[src/rtl/win3_pkg.sv]
package win3_pkg;
  typedef enum logic [1:0] {
    P_ROW0 = 2'd0,
    P_ROW1 = 2'd1,
    P_ROW2 = 2'd2,
    P_LIVE = 2'd3
  } prime_e;

  localparam int unsigned WIN_ROWS = 3;
  localparam int unsigned WIN_COLS = 3;
  localparam int unsigned STORES   = WIN_ROWS - 1;
endpackage

[src/rtl/win3_index.sv]
module win3_index
  import win3_pkg::*;
#(
  parameter int unsigned IMG_W = 16,
  localparam int unsigned CW = $clog2(IMG_W)
) (
  input  logic          clk,
  input  logic          rst_n,
  input  logic          clr,
  input  logic          adv,
  output logic [CW-1:0] col,
  output logic          hit
);
  localparam logic [CW-1:0] COL_LAST  = CW'(IMG_W - 1);
  localparam logic [CW-1:0] COL_THIRD = CW'(2);

  logic [CW-1:0] col_q, col_d;
  prime_e        st_q, st_d;
  logic          at_last;

  assign at_last = (col_q == COL_LAST);

  always_comb begin
    col_d = col_q;
    st_d  = st_q;
    if (clr) begin
      col_d = '0;
      st_d  = P_ROW0;
    end else if (adv) begin
      col_d = at_last ? '0 : col_q + 1'b1;
      unique case (st_q)
        P_ROW0:  if (at_last) st_d = P_ROW1;
        P_ROW1:  if (at_last) st_d = P_ROW2;
        P_ROW2:  if (col_q == COL_THIRD) st_d = P_LIVE;
        default: st_d = P_LIVE;
      endcase
    end
  end

  always_ff @(posedge clk or negedge rst_n) begin
    if (!rst_n) begin
      col_q <= '0;
      st_q  <= P_ROW0;
    end else begin
      col_q <= col_d;
      st_q  <= st_d;
    end
  end

  assign col = col_q;
  assign hit = adv && !clr &&
               ((st_q == P_LIVE) || ((st_q == P_ROW2) && (col_q >= COL_THIRD)));
endmodule

[src/rtl/win3_rowstore.sv]
module win3_rowstore #(
  parameter int unsigned PIX_W = 8,
  parameter int unsigned DEPTH = 16,
  localparam int unsigned AW = $clog2(DEPTH)
) (
  input  logic             clk,
  input  logic             we,
  input  logic [AW-1:0]    addr,
  input  logic [PIX_W-1:0] wdata,
  output logic [PIX_W-1:0] rdata
);
  logic [PIX_W-1:0] mem [0:DEPTH-1];

  // old value is visible during the write cycle; the new one lands at the edge
  assign rdata = mem[addr];

  always_ff @(posedge clk) begin
    if (we) mem[addr] <= wdata;
  end
endmodule

[src/rtl/win3_shift.sv]
module win3_shift
  import win3_pkg::*;
#(
  parameter int unsigned PIX_W = 8
) (
  input  logic                            clk,
  input  logic                            rst_n,
  input  logic                            adv,
  input  logic [WIN_ROWS*PIX_W-1:0]       col_in,
  output logic [WIN_ROWS*WIN_COLS*PIX_W-1:0] win
);
  for (genvar r = 0; r < WIN_ROWS; r++) begin : g_row
    logic [PIX_W-1:0] px_q [WIN_COLS];
    logic [PIX_W-1:0] px_d [WIN_COLS];

    always_comb begin
      for (int c = 0; c < WIN_COLS; c++) px_d[c] = px_q[c];
      if (adv) begin
        for (int c = 0; c < WIN_COLS - 1; c++) px_d[c] = px_q[c+1];
        px_d[WIN_COLS-1] = col_in[r*PIX_W +: PIX_W];
      end
    end

    always_ff @(posedge clk or negedge rst_n) begin
      if (!rst_n) begin
        for (int c = 0; c < WIN_COLS; c++) px_q[c] <= '0;
      end else begin
        for (int c = 0; c < WIN_COLS; c++) px_q[c] <= px_d[c];
      end
    end

    for (genvar c = 0; c < WIN_COLS; c++) begin : g_col
      assign win[(r*WIN_COLS + c)*PIX_W +: PIX_W] = px_q[c];
    end
  end
endmodule

[src/rtl/line_window3.sv]
module line_window3
  import win3_pkg::*;
#(
  parameter int unsigned PIX_W = 8,
  parameter int unsigned IMG_W = 16,
  localparam int unsigned CW = $clog2(IMG_W)
) (
  input  logic                 clk,
  input  logic                 rst_n,
  input  logic                 sof,
  input  logic                 in_valid,
  output logic                 in_ready,
  input  logic [PIX_W-1:0]     in_pix,
  output logic                 win_valid,
  output logic [9*PIX_W-1:0]   win_pix
);
  logic          beat;
  logic          hit;
  logic [CW-1:0] col;
  logic          win_valid_q, win_valid_d;

  // chain[0] is the live pixel, chain[s+1] is what store s returns
  logic [PIX_W-1:0] chain [STORES+1];
  logic [WIN_ROWS*PIX_W-1:0] new_col;

  assign in_ready = !sof;
  assign beat     = in_valid && in_ready;
  assign chain[0] = in_pix;

  win3_index #(.IMG_W(IMG_W)) u_index (
    .clk   (clk),
    .rst_n (rst_n),
    .clr   (sof),
    .adv   (beat),
    .col   (col),
    .hit   (hit)
  );

  for (genvar s = 0; s < STORES; s++) begin : g_store
    win3_rowstore #(.PIX_W(PIX_W), .DEPTH(IMG_W)) u_store (
      .clk   (clk),
      .we    (beat),
      .addr  (col),
      .wdata (chain[s]),
      .rdata (chain[s+1])
    );
  end

  // window row r (0 = top) is fed from chain[WIN_ROWS-1-r]
  for (genvar r = 0; r < WIN_ROWS; r++) begin : g_feed
    assign new_col[r*PIX_W +: PIX_W] = chain[WIN_ROWS-1-r];
  end

  win3_shift #(.PIX_W(PIX_W)) u_shift (
    .clk    (clk),
    .rst_n  (rst_n),
    .adv    (beat),
    .col_in (new_col),
    .win    (win_pix)
  );

  always_comb begin
    win_valid_d = hit;
  end

  always_ff @(posedge clk or negedge rst_n) begin
    if (!rst_n) win_valid_q <= 1'b0;
    else        win_valid_q <= win_valid_d;
  end

  assign win_valid = win_valid_q;
endmodule

[config.mk]
export PLATFORM = sky130hd
export DESIGN_NAME = line_window3
export DESIGN_NICKNAME = d
export VERILOG_FILES = /design/src/rtl/win3_pkg.sv /design/src/rtl/win3_index.sv /design/src/rtl/win3_rowstore.sv /design/src/rtl/win3_shift.sv /design/src/rtl/line_window3.sv
export SDC_FILE = /design/constraint.sdc
export NUM_CORES = 1
export LEC_CHECK = 0
export ABC_AREA = 1
export ABC_CLOCK_PERIOD_IN_PS = 2000
export BUFFER_PORTS_ARGS = -buffer_cell sky130_fd_sc_hd__buf_2
export CORE_MARGIN = 4
export CORE_UTILIZATION = 55
export DETAILED_ROUTE_END_ITERATION = 10
export PLACE_DENSITY = 0.82
export SLEW_MARGIN = 20
export SYNTH_ARGS = -nofsm -noshare
export SYNTH_HDL_FRONTEND = slang
export SYNTH_SLANG_ARGS = --single-unit
[constraint.sdc]
create_clock -name clk -period 2 [get_ports clk]
set_input_delay 0.1 -clock clk [delete_from_list [all_inputs] [get_ports clk]]
set_output_delay 0.1 -clock clk [all_outputs]
set_load 0.02 [all_outputs]
==> impl_metrics.yaml <==
die:
  initial_core_util_pct: 55.9
  rows: 58
  fp.dieH_um: 168
  die_area_um2: 28100
  die_x_um: 168
  core-area_um2: 25100
  pin_count: 86
pwr:
  ir_worst_vdd_mv: 0.694
  p_per_area_nw_per_um2: 985
  power_leakage_nw: 7.24
sta:
  rsz0062_at_grt: "yes"
  tightest_slew_ps: 574
  finalCriticalPeriod_ps: 1980
  finalSetupViolations: 0
  max_freq_mhz: 506
  slew_headroom_pct: 61.7
  period_share_pct: 98.8
  final_max_slew_viol_count: 0
  fin_ws_ps: 23.2
  finClkSkew_ps: 16.3
  hold_violations: 0
  tns_ps: 0
clocking:
  numCtsBuffers: 34
  cts_tree: "done"
  clk_latency_ps: 520
  clk_pin_slew_ps: 60
  clock-root-buffer: "clkbuf_16"
  clock_sinks: 335
  htree_num_levels: 2
  clockBufferDepth: 3
yosys:
  ys_types: 26
  synth_top_family_by_area: "simple AND/OR/NAND/NOR gates"
  muxShareOfSynthArea_pct: 0
  synth_cells: 1360
  yosys.area_share.adder_pct: 0.357
  synth_warnings: 0
  async_flop_share_pct: 23.6
  synth_flop_cell: "edfxtp_1"
  syn_area_um2: 14000
  synth_top_area_share_pct: 54.8
  yosysSeqAreaShare_pct: 68.9
  synth_xor_area_share_pct: 0.0625
  synth_compound_area_share_pct: 3.38
  synth_nets: 1376
  syn_area_per_cell_um2: 10.3
  synth_edf_count: 256
  synth_top_area_cell: "edfxtp_1"
  yosys-top-cells-area: "edfxtp_1 55%, dfrtp_1 14%, nand2_1 13%, inv_1 4.7%, nand3_1 3.6%"
  ys_ff_latch: 335
  synth_simple_gate_area_share_pct: 19.6
placed_design:
  dp_cells: 1777
  pre_cts_ws_ps: 20.4
  gp_congestion: 0.862
  place_area_um2: 15200
  port_buffers: 85
  dpl.hpwl_um: 21500
run_status:
  status: "finished clean"
cells_and_area:
  fin_cells: 1843
  post-route-util_pct: 65.0
  final.fill_count: 1818
  area_growth_pct: 16.5
  diodes: 0
  drive_gt1_share_pct: 15.3
  design_area_um2: 16300
  nNetsFinal: 1508
routing:
  wl_per_cell_um: 18.7
  vias: 10200
  routed_via_density: 5.51
  drtPass1Iterations: 6
  wirelength_um: 34500
  antenna_left: 0
  drt_iter0_markers: 1402
  drc: 0
global_route:
  grt_max_degree: 78
  grt_use_met3_pct: 4.86
  grt_pass1_vias: 9906
  grtUsageTotal_pct: 24.5
  top_usage_layer: "met2"
  use_met1_pct: 33.0
  gr-total-overflow: 0
  use_met2_pct: 39.7
  antenna_found_initial: 0
  grt_pass1_wl_um: 54300
critical_path:
  path_cells: "inv_2 > ha_1 > nand2_1 > nor2_2 > buf_12"
  worst_setup_path_end_kind: "flop"
  worstPathRequired_ps: 2220
  crit_type: "reg -> reg"
  start_kind: "flop"
  cp.arrival_ps: 2190
  critPathSlowestCell: "dfrtp_2"
  slowest_delay_ps: 450
  path_max_fanout: 18
hold_path:
  holdCritPathClass: "in -> reg"
flow_run:
  cap_violations: 0
## synth_stat cells (all sizes together), types with 2 or more instances
master  instances
nand2         491
a21oi           3
buf            54
clkbuf         11
ha              4
edfxtp        256
o21ai          89
nor3            2
nand3         101
nor2           82
dfrtp          79
inv           177
nand4           8
## routing by layer
layer | wire (um) | vias up
li1 | - | 4628
met1 | 13200 | 4853
met2 | 16400 | 583
met3 | 3540 | 100
met4 | 1330 | 0
met5 | 0 | -
## path summary, 6_finish.rpt
check	start	end	slack [ps]	cells after the start
max in group asynchronous	rst_n	u_shift.win[3]	1300	3
worst min-delay path	in_pix[1]	u_shift.win[65]	5	3
min in group asynchronous	rst_n	u_shift.win[62]	100	2
worst min register to register	u_shift.win[53]	u_shift.win[53]	480	2
worst max register to register	u_index.col[1]	g_store[0].u_store.mem[12][4]	20	5
worst max-delay path	u_index.col[1]	g_store[0].u_store.mem[12][4]	20	5
## report_power, final
| group | total [mW] | leakage (nW) | internal, mW | switching [mW] |
|---|---|---|---|---|
| clock network | 6.01 | 0.527 | 3.48 | 2.53 |
| logic | 1.98 | 3.43 | 0.623 | 1.36 |
| registers | 8.10 | 3.29 | 7.89 | 0.200 |
## sequential cells by signal, indices dropped and copies added, names as in the netlist
| signal | count |
|---|---|
| g_store.u_store.mem | 256 |
| u_index.col | 4 |
| u_index.st_q | 2 |
| u_shift.win | 72 |
| win_valid | 1 |
## per-stage QoR
stage	power [mW]	hold slack [ps]
2_1_floorplan	9.38	-196
3_3_place_gp	10.1	90.3
3_5_place_dp	10.2	95.1
4_1_cts	16.1	3.05
5_1_grt	16.7	24.9
6_report	16.1	5.17
## cells by family (layout without fill, tap and decap cells)
group,count (synthesis),after routing
flops,335,335
buf+inv,242,395
fa+ha+maj,4,4
compound gates,94,94
simple gates,684,684
xor+xnor,1,1
## worst max-delay path, delay by kind of cell, from the launching register on
family / cells / cell delay, ps
flops: 1 / 450
buf+inv: 2 / 560
simple gates: 2 / 410
fa+ha+maj: 1 / 240
## area by class of cell
class,count,area (um2),share of cell area (%)
Clock buffer,46,993,6.08
Clock inverter,11,56.3,0.345
Inverter,177,672,4.11
Multi-Input combinational cell,783,3320,20.3
Sequential cell,335,9670,59.2
Tap cell,330,413,2.53
Timing Repair Buffer,161,1200,7.37
## what timing repair did
action | in CTS | in global routing
endpoints found under the hold margin | 140 | 0
buffers inserted | 2 | 0
hold buffers | 7 | 0
endpoints found under the setup margin | 27 | 93
resized for setup | 1 | 3
pin swaps | 1 | 0
## cells in the final DEF, fill, tap and decap left out, drive strengths merged
cell type    count
nor2            82
buf            154
nand2          491
o22ai            1
a21oi            3
xor2             1
dlygate4sd3      7
nand3          101
clkbuf          46
inv            178
nand4            8
o211ai           1
nor3             2
dfrtp           79
edfxtp         256
ha               4
clkinv          10
o21ai           89
(Power assumes the default switching activity.)
